## config.mk

```make
export PLATFORM = sky130hd
export DESIGN_NAME = muldiv_unit
export DESIGN_NICKNAME = d
export VERILOG_FILES = /design/src/rtl/muldiv_pkg.sv /design/src/rtl/md_operand_prep.sv /design/src/rtl/md_iter_core.sv /design/src/rtl/md_result_pack.sv /design/src/rtl/muldiv_unit.sv
export SDC_FILE = /design/constraint.sdc
export NUM_CORES = 1
export LEC_CHECK = 0
export BUFFER_PORTS_ARGS = -buffer_cell sky130_fd_sc_hd__buf_2
export CELL_PAD_IN_SITES_DETAIL_PLACEMENT = 1
export CELL_PAD_IN_SITES_GLOBAL_PLACEMENT = 2
export CORE_UTILIZATION = 36
export CTS_CLUSTER_SIZE = 40
export DETAILED_ROUTE_END_ITERATION = 8
export PLACE_DENSITY_LB_ADDON = 0.08
export SLEW_MARGIN = 20
export SYNTH_ARGS = -nofsm -noshare
export SYNTH_HDL_FRONTEND = slang
export SYNTH_SLANG_ARGS = --single-unit
```

## constraint.sdc

```tcl
create_clock -name clk -period 4.3 [get_ports clk]
set_clock_uncertainty 0.05 [all_clocks]
set_input_delay 0.215 -clock clk [delete_from_list [all_inputs] [get_ports clk]]
set_output_delay 0.215 -clock clk [all_outputs]
set_load 0.02 [all_outputs]
```

## src/rtl/muldiv_pkg.sv

```systemverilog
package muldiv_pkg;

    localparam int unsigned MD_HALF_W = 8;
    localparam int unsigned MD_OP_W   = 2 * MD_HALF_W;
    localparam int unsigned MD_DST_W  = 4 * MD_HALF_W;
    localparam int unsigned MD_CNT_W  = $clog2(MD_DST_W + 1);

    typedef enum logic [1:0] {
        MD_IDLE = 2'd0,
        MD_RUN  = 2'd1,
        MD_FIN  = 2'd2
    } md_state_e;

    // Per-operation context held for the packing stage
    typedef struct packed {
        logic                is_div;
        logic                wide;
        logic                sgn;
        logic                dz;
        logic                neg_main;   // product or quotient must be negated
        logic                neg_rem;    // remainder must be negated
        logic [MD_DST_W-1:0] dst_keep;
    } md_job_t;

    // Magnitudes and iteration count handed to the engine
    typedef struct packed {
        logic [MD_DST_W-1:0] num;
        logic [MD_OP_W-1:0]  den;
        logic [MD_CNT_W-1:0] steps;
    } md_opnd_t;

    function automatic logic [MD_OP_W-1:0] md_neg_op(input logic [MD_OP_W-1:0] v,
                                                     input logic en);
        return en ? (~v + 1'b1) : v;
    endfunction

    function automatic logic [MD_DST_W-1:0] md_neg_dst(input logic [MD_DST_W-1:0] v,
                                                       input logic en);
        return en ? (~v + 1'b1) : v;
    endfunction

    function automatic logic [MD_CNT_W-1:0] md_step_count(input logic is_div,
                                                          input logic wide,
                                                          input logic dz);
        logic [MD_CNT_W-1:0] n;
        if (dz)
            n = '0;
        else if (is_div)
            n = wide ? MD_CNT_W'(MD_DST_W) : MD_CNT_W'(MD_OP_W);
        else
            n = wide ? MD_CNT_W'(MD_OP_W) : MD_CNT_W'(MD_HALF_W);
        return n;
    endfunction

endpackage

```

## src/rtl/md_operand_prep.sv

```systemverilog
module md_operand_prep
    import muldiv_pkg::*;
(
    input  logic                op_div,
    input  logic                size_word,
    input  logic                is_signed,
    input  logic [MD_DST_W-1:0] dst_in,
    input  logic [MD_OP_W-1:0]  src_in,
    output md_job_t             job,
    output md_opnd_t            opnd
);

    logic [MD_OP_W-1:0]  a_ext, b_ext, a_mag, b_mag;
    logic [MD_DST_W-1:0] dv_ext, dv_mag;
    logic                sa, sb, sd, dz;

    always_comb begin
        // multiplicand and source operand at the selected size
        a_ext = size_word ? dst_in[MD_OP_W-1:0]
                          : {{MD_HALF_W{is_signed & dst_in[MD_HALF_W-1]}}, dst_in[MD_HALF_W-1:0]};
        b_ext = size_word ? src_in
                          : {{MD_HALF_W{is_signed & src_in[MD_HALF_W-1]}}, src_in[MD_HALF_W-1:0]};
        sa    = is_signed & a_ext[MD_OP_W-1];
        sb    = is_signed & b_ext[MD_OP_W-1];
        a_mag = md_neg_op(a_ext, sa);
        b_mag = md_neg_op(b_ext, sb);

        // dividend at the selected size
        dv_ext = size_word ? dst_in
                           : {{MD_OP_W{is_signed & dst_in[MD_OP_W-1]}}, dst_in[MD_OP_W-1:0]};
        sd     = is_signed & dv_ext[MD_DST_W-1];
        dv_mag = md_neg_dst(dv_ext, sd);

        dz = op_div & (b_ext == '0);

        job.is_div   = op_div;
        job.wide     = size_word;
        job.sgn      = is_signed;
        job.dz       = dz;
        job.neg_main = op_div ? (sd ^ sb) : (sa ^ sb);
        job.neg_rem  = sd;
        job.dst_keep = dst_in;

        if (op_div)
            opnd.num = size_word ? dv_mag : {dv_mag[MD_OP_W-1:0], {MD_OP_W{1'b0}}};
        else
            opnd.num = {{MD_OP_W{1'b0}}, a_mag};
        opnd.den   = b_mag;
        opnd.steps = md_step_count(op_div, size_word, dz);
    end

endmodule

```

## src/rtl/md_iter_core.sv

```systemverilog
module md_iter_core
    import muldiv_pkg::*;
(
    input  logic                clk,
    input  logic                rst,
    input  logic                load,
    input  logic                is_div,
    input  md_opnd_t            opnd,
    output logic                busy,
    output logic                fin,
    output logic [MD_DST_W-1:0] prod_mag,
    output logic [MD_OP_W-1:0]  quo_mag,
    output logic [MD_OP_W-1:0]  rem_mag
);

    md_state_e           state_q;
    logic [MD_CNT_W-1:0] cnt_q;
    logic                div_q;
    logic [MD_DST_W-1:0] acc_q, mcand_q, q_q;
    logic [MD_OP_W-1:0]  mplier_q, r_q, den_q;

    // one restoring division step
    logic [MD_OP_W:0]    trial;
    logic                ge;
    logic [MD_OP_W-1:0]  r_next;

    always_comb begin
        trial  = {r_q, q_q[MD_DST_W-1]};
        ge     = trial >= {1'b0, den_q};
        r_next = ge ? MD_OP_W'(trial - {1'b0, den_q}) : trial[MD_OP_W-1:0];
    end

    always_ff @(posedge clk) begin
        if (rst) begin
            state_q  <= MD_IDLE;
            cnt_q    <= '0;
            div_q    <= 1'b0;
            acc_q    <= '0;
            mcand_q  <= '0;
            q_q      <= '0;
            mplier_q <= '0;
            r_q      <= '0;
            den_q    <= '0;
        end else begin
            case (state_q)
                MD_IDLE: begin
                    if (load) begin
                        div_q    <= is_div;
                        cnt_q    <= opnd.steps;
                        acc_q    <= '0;
                        mcand_q  <= opnd.num;
                        mplier_q <= opnd.den;
                        q_q      <= opnd.num;
                        r_q      <= '0;
                        den_q    <= opnd.den;
                        state_q  <= (opnd.steps == '0) ? MD_FIN : MD_RUN;
                    end
                end
                MD_RUN: begin
                    cnt_q <= cnt_q - 1'b1;
                    if (cnt_q == MD_CNT_W'(1))
                        state_q <= MD_FIN;
                    if (div_q) begin
                        q_q <= {q_q[MD_DST_W-2:0], ge};
                        r_q <= r_next;
                    end else begin
                        if (mplier_q[0])
                            acc_q <= acc_q + mcand_q;
                        mcand_q  <= mcand_q << 1;
                        mplier_q <= mplier_q >> 1;
                    end
                end
                MD_FIN:  state_q <= MD_IDLE;
                default: state_q <= MD_IDLE;
            endcase
        end
    end

    assign busy     = (state_q != MD_IDLE);
    assign fin      = (state_q == MD_FIN);
    assign prod_mag = acc_q;
    assign quo_mag  = q_q[MD_OP_W-1:0];
    assign rem_mag  = r_q;

endmodule

```

## src/rtl/md_result_pack.sv

```systemverilog
module md_result_pack
    import muldiv_pkg::*;
(
    input  md_job_t             job,
    input  logic [MD_DST_W-1:0] prod_mag,
    input  logic [MD_OP_W-1:0]  quo_mag,
    input  logic [MD_OP_W-1:0]  rem_mag,
    output logic [MD_DST_W-1:0] packed_res,
    output logic                fn,
    output logic                fz,
    output logic                fwe
);

    logic [MD_DST_W-1:0] prod_s;
    logic [MD_OP_W-1:0]  quo_s, rem_s;

    always_comb begin
        prod_s = md_neg_dst(prod_mag, job.neg_main);
        quo_s  = md_neg_op(quo_mag, job.neg_main);
        rem_s  = md_neg_op(rem_mag, job.neg_rem);
        fwe    = job.sgn;

        if (job.dz) begin
            packed_res = job.dst_keep;
            fwe        = 1'b1;
            fn         = 1'b0;
            fz         = 1'b1;
        end else if (!job.is_div) begin
            if (job.wide) begin
                packed_res = prod_s;
                fn         = prod_s[MD_DST_W-1];
                fz         = (prod_s == '0);
            end else begin
                packed_res = {job.dst_keep[MD_DST_W-1:MD_OP_W], prod_s[MD_OP_W-1:0]};
                fn         = prod_s[MD_OP_W-1];
                fz         = (prod_s[MD_OP_W-1:0] == '0);
            end
        end else begin
            if (job.wide) begin
                packed_res = {rem_s, quo_s};
                fn         = quo_s[MD_OP_W-1];
                fz         = (quo_s == '0);
            end else begin
                packed_res = {job.dst_keep[MD_DST_W-1:MD_OP_W],
                              rem_s[MD_HALF_W-1:0], quo_s[MD_HALF_W-1:0]};
                fn         = quo_s[MD_HALF_W-1];
                fz         = (quo_s[MD_HALF_W-1:0] == '0);
            end
        end
    end

endmodule

```

## src/rtl/muldiv_unit.sv

```systemverilog
module muldiv_unit
    import muldiv_pkg::*;
(
    input  logic                clk,
    input  logic                rst,
    input  logic                start,
    input  logic                op_div,
    input  logic                size_word,
    input  logic                is_signed,
    input  logic [MD_DST_W-1:0] dst_in,
    input  logic [MD_OP_W-1:0]  src_in,
    output logic [MD_DST_W-1:0] result,
    output logic                flag_n,
    output logic                flag_z,
    output logic                flag_we,
    output logic                div_zero,
    output logic                done,
    output logic                busy
);

    md_job_t             job_d, job_q;
    md_opnd_t            opnd_d;
    logic                accept, core_busy, core_fin;
    logic [MD_DST_W-1:0] prod_mag, packed_res;
    logic [MD_OP_W-1:0]  quo_mag, rem_mag;
    logic                fn, fz, fwe;

    assign accept = start & ~core_busy;

    md_operand_prep u_prep (
        .op_div    (op_div),
        .size_word (size_word),
        .is_signed (is_signed),
        .dst_in    (dst_in),
        .src_in    (src_in),
        .job       (job_d),
        .opnd      (opnd_d)
    );

    md_iter_core u_core (
        .clk      (clk),
        .rst      (rst),
        .load     (accept),
        .is_div   (op_div),
        .opnd     (opnd_d),
        .busy     (core_busy),
        .fin      (core_fin),
        .prod_mag (prod_mag),
        .quo_mag  (quo_mag),
        .rem_mag  (rem_mag)
    );

    md_result_pack u_pack (
        .job        (job_q),
        .prod_mag   (prod_mag),
        .quo_mag    (quo_mag),
        .rem_mag    (rem_mag),
        .packed_res (packed_res),
        .fn         (fn),
        .fz         (fz),
        .fwe        (fwe)
    );

    always_ff @(posedge clk) begin
        if (rst) begin
            job_q    <= '0;
            result   <= '0;
            flag_n   <= 1'b0;
            flag_z   <= 1'b0;
            flag_we  <= 1'b0;
            div_zero <= 1'b0;
            done     <= 1'b0;
        end else begin
            if (accept)
                job_q <= job_d;
            done     <= core_fin;
            div_zero <= core_fin & job_q.dz;
            flag_we  <= core_fin & fwe;
            if (core_fin) begin
                result <= packed_res;
                flag_n <= fn;
                flag_z <= fz;
            end
        end
    end

    assign busy = core_busy;

endmodule

```

After elaboration in Yosys (flattened, before gate mapping)
Index checks and enable logic that the tools add are counted.
{"block": "totals", "register_bits": 228, "input_bits": 54, "out_inout_bits": 38}
{"block": "classes", "n_addsub": 9, "n_lt_le_gt_ge": 1, "eq_ne": 8, "n_mux": 51, "n_bitwise": 19, "reduce_logical": 15}
{"operator": "32-bit two-way mux", "count": 15}
{"operator": "32-bit one-hot mux with 2 select lines", "count": 3}
{"operator": "16-bit two-way mux", "count": 11}
{"operator": "16-bit by 1-bit adder with 16-bit output (second input constant)", "count": 4}
{"operator": "32-bit by 1-bit adder with 32-bit output (second input constant)", "count": 2}
{"operator": "16-bit NOT", "count": 4}
{"operator": "32-bit NOT", "count": 2}
{"operator": "16-bit one-hot mux with 2 select lines", "count": 2}
{"operator": "16-bit logical NOT", "count": 3}
{"operator": "32-bit adder", "count": 1}
{"operator": "32-bit logical NOT", "count": 1}
{"operator": "6-bit two-way mux", "count": 4}
{"operator": "17-bit by 16-bit >= comparator with 1-bit output", "count": 1}
{"operator": "16-bit subtractor", "count": 1}
{"operator": "6-bit one-hot mux with 2 select lines", "count": 1}
{"operator": "1-bit bitwise AND", "count": 10}
{"operator": "1-bit two-way mux", "count": 10}
{"operator": "8-bit logical NOT", "count": 1}
{"operator": "6-bit by 1-bit equality test with 1-bit output (second input constant)", "count": 1}
{"operator": "6-bit logical NOT", "count": 1}
{"operator": "2-bit two-way mux", "count": 3}
{"operator": "2-bit by 1-bit inequality test with 1-bit output (second input constant)", "count": 3}
{"operator": "2-bit AND reduction", "count": 3}
{"operator": "3-bit AND reduction", "count": 2}
{"operator": "11 further kinds", "count": 14}

Longest topological paths before layout
{"block": "depth", "ltp_word": 9, "depth_mapped": 13, "ltp_nobuf": 13}

Hierarchy
Synthesis repeated with hierarchy kept, for this count alone.
{"block": "hier_totals", "cells_unflattened": 2248, "hier_area_um2": 17239.0}
{"mod": "md_iter_core", "instances": 1, "cells_each": 1141, "area_each_um2": 8826.0, "seq_area_each_um2": 3062.9}
{"mod": "muldiv_unit", "instances": 1, "cells_each": 289, "area_each_um2": 3116.7, "seq_area_each_um2": 1501.4}
{"mod": "md_result_pack", "instances": 1, "cells_each": 434, "area_each_um2": 2837.7, "seq_area_each_um2": 0.0}
{"mod": "md_operand_prep", "instances": 1, "cells_each": 384, "area_each_um2": 2458.6, "seq_area_each_um2": 0.0}

Worst setup path before layout
No wires, ideal clock.
{"block": "synth_timing", "path_type": "reg2reg", "start": "reg u_core.acc_q[10], in the netlist u_core.prod_mag[10]", "end": "reg flag_z", "setup_ns": 0.070, "t_arrival_ns": 3.406, "required_ns": 4.180, "setup_slack_ns": 0.774, "path_stages_with_launch": 12, "n_path_buf": 2, "period_less_slack_ns": 3.526, "path_cell_list": "dfxtp_1 > or4_4 > or4_1 > buf_2 > or2_2 > clkbuf_1 > o21ai_0 > a32oi_1 > or4b_1 > o41ai_1 > or4b_1 > a21oi_1"}
{"block": "synth_between", "elab_chain_cells": 7, "elab_cells_between_ends": 8, "classes_between": "add/sub (1); mux (4); bitwise (1); reduce/logical (2)"}
{"element": "start: declaration", "line_no": "md_iter_core.sv:19", "source": "logic [MD_DST_W-1:0] acc_q, mcand_q, q_q;"}
{"element": "start signal: assignment", "line_no": "md_iter_core.sv:68", "source": "acc_q <= acc_q + mcand_q;"}
{"element": "32-bit NOT", "line_no": "muldiv_pkg.sv:39", "source": "return en ? (~v + 1'b1) : v;"}
{"element": "32-bit by 1-bit adder with 32-bit output", "line_no": "muldiv_pkg.sv:39"}
{"element": "32-bit two-way mux *", "line_no": "muldiv_pkg.sv:39"}
{"element": "32-bit logical NOT / 16-bit logical NOT (equally long branches)", "line_no": "md_result_pack.sv:32, md_result_pack.sv:36"}
{"element": "1-bit two-way mux *", "line_no": "md_result_pack.sv:29", "source": "if (job.wide) begin"}
{"element": "1-bit two-way mux *", "line_no": "md_result_pack.sv:28", "source": "end else if (!job.is_div) begin"}
{"element": "1-bit two-way mux *", "line_no": "md_result_pack.sv:23", "source": "if (job.dz) begin"}
{"element": "end signal: assignment", "line_no": "muldiv_unit.sv:82", "source": "flag_z <= fz;"}
{"element": "end: declaration", "line_no": "muldiv_unit.sv:14", "source": "output logic flag_z,"}
Mark *: on every way between the ends. The rest lies on a longest branch, timed or not.
A chain may end at the register's enable or synchronous reset.

Final worst setup path
{"block": "layout_timing", "start": "reg u_core.acc_q[11], in the netlist u_core.prod_mag[11]", "end": "reg flag_z"}
Same word-level chain as after synthesis.

==> results.ini <==
[outcome]
outcome=completed

[synth]
ys_async_sr_fraction_pct=0
synth.avg_cell_area_um2=7.354
synth_warnings=0
syn_nets=2131
synth-compound-area-share_pct=26.48
synthFlopType=dfxtp_1
ys_seq_area_share_pct=30.62
syn_inst=2018
synth_adder_area_share_pct=5.075
yosys.area_share.simple_pct=23.08
synth_xor_xnor_area_share_pct=7.967
synth.distinct_cells=72
synth_top_family_by_area=compound AO/OA/AOI/OAI gates
synth_edf_count=0
ys_seq_elements=227
syn_area_mm2=0.01484
synth.mux.area_fraction_pct=1.804

[hold_path]
hold_end=job_q[1]
worstHoldStart=dst_in[1]
hp-class=in -> reg
hold_path_depth=3

[floorplanning]
fp.coreArea_mm2=0.04074
dieArea_mm2=0.04204
start_util_pct=36.43
dieWidth_um=205.0
core.rowCount=74
die_h_um=205.0
ios=92

[clock_tree]
clock-root-buffer=clkbuf_16
clkTransAtPathRegs_ns=0.06
cts_num_sinks=227
clkLatencyLatePin_ns=0.56
cts_resized=0
cts_max_level=1
clk_path_buf_depth=3
numCtsBuffers=28
cts_tree=done

[grt]
grt_max_degree=61
gr-usage-all-layers_pct=27.69
grt_pass1_wl_um=89270
antenna_found_initial=0
first_global_vias=14400
globalRouteOverflowTotal=0

[final_layout]
num-nets-final=2164
fin_area_mm2=0.01686
areaGrowthSynthToFinish_pct=13.63
final_cells=2605
fin_util_pct=41.39
antennaDiodeCount=0
drive_above_1_share_pct=9.793

[timing]
finalHoldWorstSlack_ns=0.03287
tns_ns=0
rsz0062_at_grt=no
max_freq_mhz=256.9
relSlewSlack_pct=22.04
setup_viol=0
final_max_slew_viol_count=0
layout_setup_ws_ns=0.4079
worstMarginPinSlew_ns=1.155
period_needed_ns=3.892
hold_violations=0
post-route-period-util_pct=90.51

[place]
dpl_cell_area_mm2=0.01572
place_congestion=0.8950
dp_cells=2528
place_ws_ns=0.5047
port_buffers=91
place_hpwl_um=44690

[power]
peakVddDrop_mv=0.2693
p_leak_nw=6.655
power.density_mw_per_mm2=374.5
p_total_mw=6.315

[worst_setup_path]
r2r_end=flag_z
start_kind=flop
critPathMaxFanout=6
crit_type=reg -> reg
reg2reg_depth=9
cp.arrival_ns=4.33
r2r_start=u_core.prod_mag[11]
end_kind=flop
crit_required_ns=4.74
r2r_slack_ns=0.41

[drt]
drt-initial-drc-count=1060
drtPass1Iterations=5
drc=0
wl_um=58700
wl_per_cell_um=22.53
via_per_inst=5.834
antenna_left=0
vias=15200

[run]
maxCapViolCount=0

==> worst max-delay path, stage by stage, from the launching register on <==
cell,delay (ns)
dfxtp_1,0.37
or4_4,0.56
nor4_1,0.51
nand3_1,0.36
o31ai_1,0.37
xnor2_1,0.18
or4b_1,0.46
o41ai_1,0.36
or4b_1,0.47
a21oi_1,0.13
==> Yosys cell counts, drive strengths merged (20+ instances only) <==
cell	number	share of area (%)
a21o	20	1.0
mux2i	20	1.3
a21oi	192	6.5
xor2	59	3.5
inv	45	1.1
nor2	211	5.3
clkbuf	133	3.4
dfxtp	227	31
ha	57	4.8
xnor2	76	4.5
a211oi	84	4.2
a31oi	23	0.97
o211ai	49	2.5
o21ai	111	3.7
nor3	81	2.7
nand3	49	1.7
or3	25	1.1
nand2	294	7.4
==> cell type report <==
| type | count | area [um^2] |
|---|---|---|
| Clock inverter | 9 | 72.57 |
| Fill cell | 5050 | 23880 |
| Inverter | 46 | 172.7 |
| Tap cell | 532 | 665.6 |
| Timing Repair Buffer | 152 | 982.2 |
| Sequential cell | 227 | 4547 |
| Multi-Input combinational cell | 1596 | 9605 |
| Clock buffer | 43 | 818.3 |
==> state kept, by name, indices dropped and copies added (netlist names) <==
| signal | cells |
|---|---|
| flag_we | 1 |
| u_core.prod_mag | 32 |
| u_core.den_q | 16 |
| u_core.mplier_q | 16 |
| u_core.q_q | 32 |
| u_core.mcand_q | 32 |
| u_core.rem_mag | 16 |
| done | 1 |
| flag_n | 1 |
| result | 32 |
| flag_z | 1 |
| u_core.state_q | 2 |
| u_core.cnt_q | 6 |
| job_q | 38 |
| div_zero | 1 |
==> cell families (layout without fill, tap and decap cells) <==
| kind of cell | after synthesis | after routing |
|---|---|---|
| fa+ha+maj | 59 | 59 |
| xor+xnor | 135 | 135 |
| simple gates | 766 | 766 |
| buf+inv | 195 | 250 |
| mux | 25 | 25 |
| flops | 227 | 227 |
| compound gates | 611 | 611 |
==> routing by layer <==
layer  global-route usage [%]  routed length (um)  up-vias
met5                   0.1190                   0        -
met4                    6.429                1368        0
met3                    3.150                2565       62
met2                    40.79               24790      336
met1                    42.31               29970     7490
li1                         -                   -     7309
==> repair_timing <==
action                                 4_1_cts  5_1_grt
setup endpoints to repair                    0        0
setup buffers                                0        0
endpoints found under the hold margin       26        0
hold buffers                                25        0
==> report_power, final <==
part	leakage [nW]	switching [mW]	internal, mW
logic	4.36	1.01	0.532
registers	1.86	0.195	2.27
clock network	0.440	0.948	1.36
total	6.66	2.15	4.16
==> layout by cell type (no fill, tap or decap), types with 23 or more instances in the layout <==
cell,n
a211oi_1,84
a21oi_1,191
a31oi_1,23
buf_2,90
buf_4,36
clkbuf_16,29
dfxtp_1,225
dlygate4sd3_1,25
ha_1,57
inv_1,45
nand2_1,293
nand3_1,49
nor2_1,209
nor3_1,81
o211ai_1,49
o21ai_0,110
or3_1,25
xnor2_1,76
xor2_1,59
==> worst max-delay path by stage <==
| stage | slack [ns] | depth (start not counted) | from | endpoint |
|---|---|---|---|---|
| floorplan | 0.77 | 11 | u_core.prod_mag[10] | flag_z |
| global placement | 0.52 | 9 | u_core.prod_mag[22] | flag_z |
| detailed placement | 0.50 | 9 | u_core.prod_mag[11] | flag_z |
| CTS | 0.44 | 9 | u_core.prod_mag[11] | flag_z |
| global route | 0.25 | 9 | u_core.prod_mag[11] | flag_z |
| finish | 0.41 | 9 | u_core.prod_mag[11] | flag_z |
(Power assumes the default switching activity.)
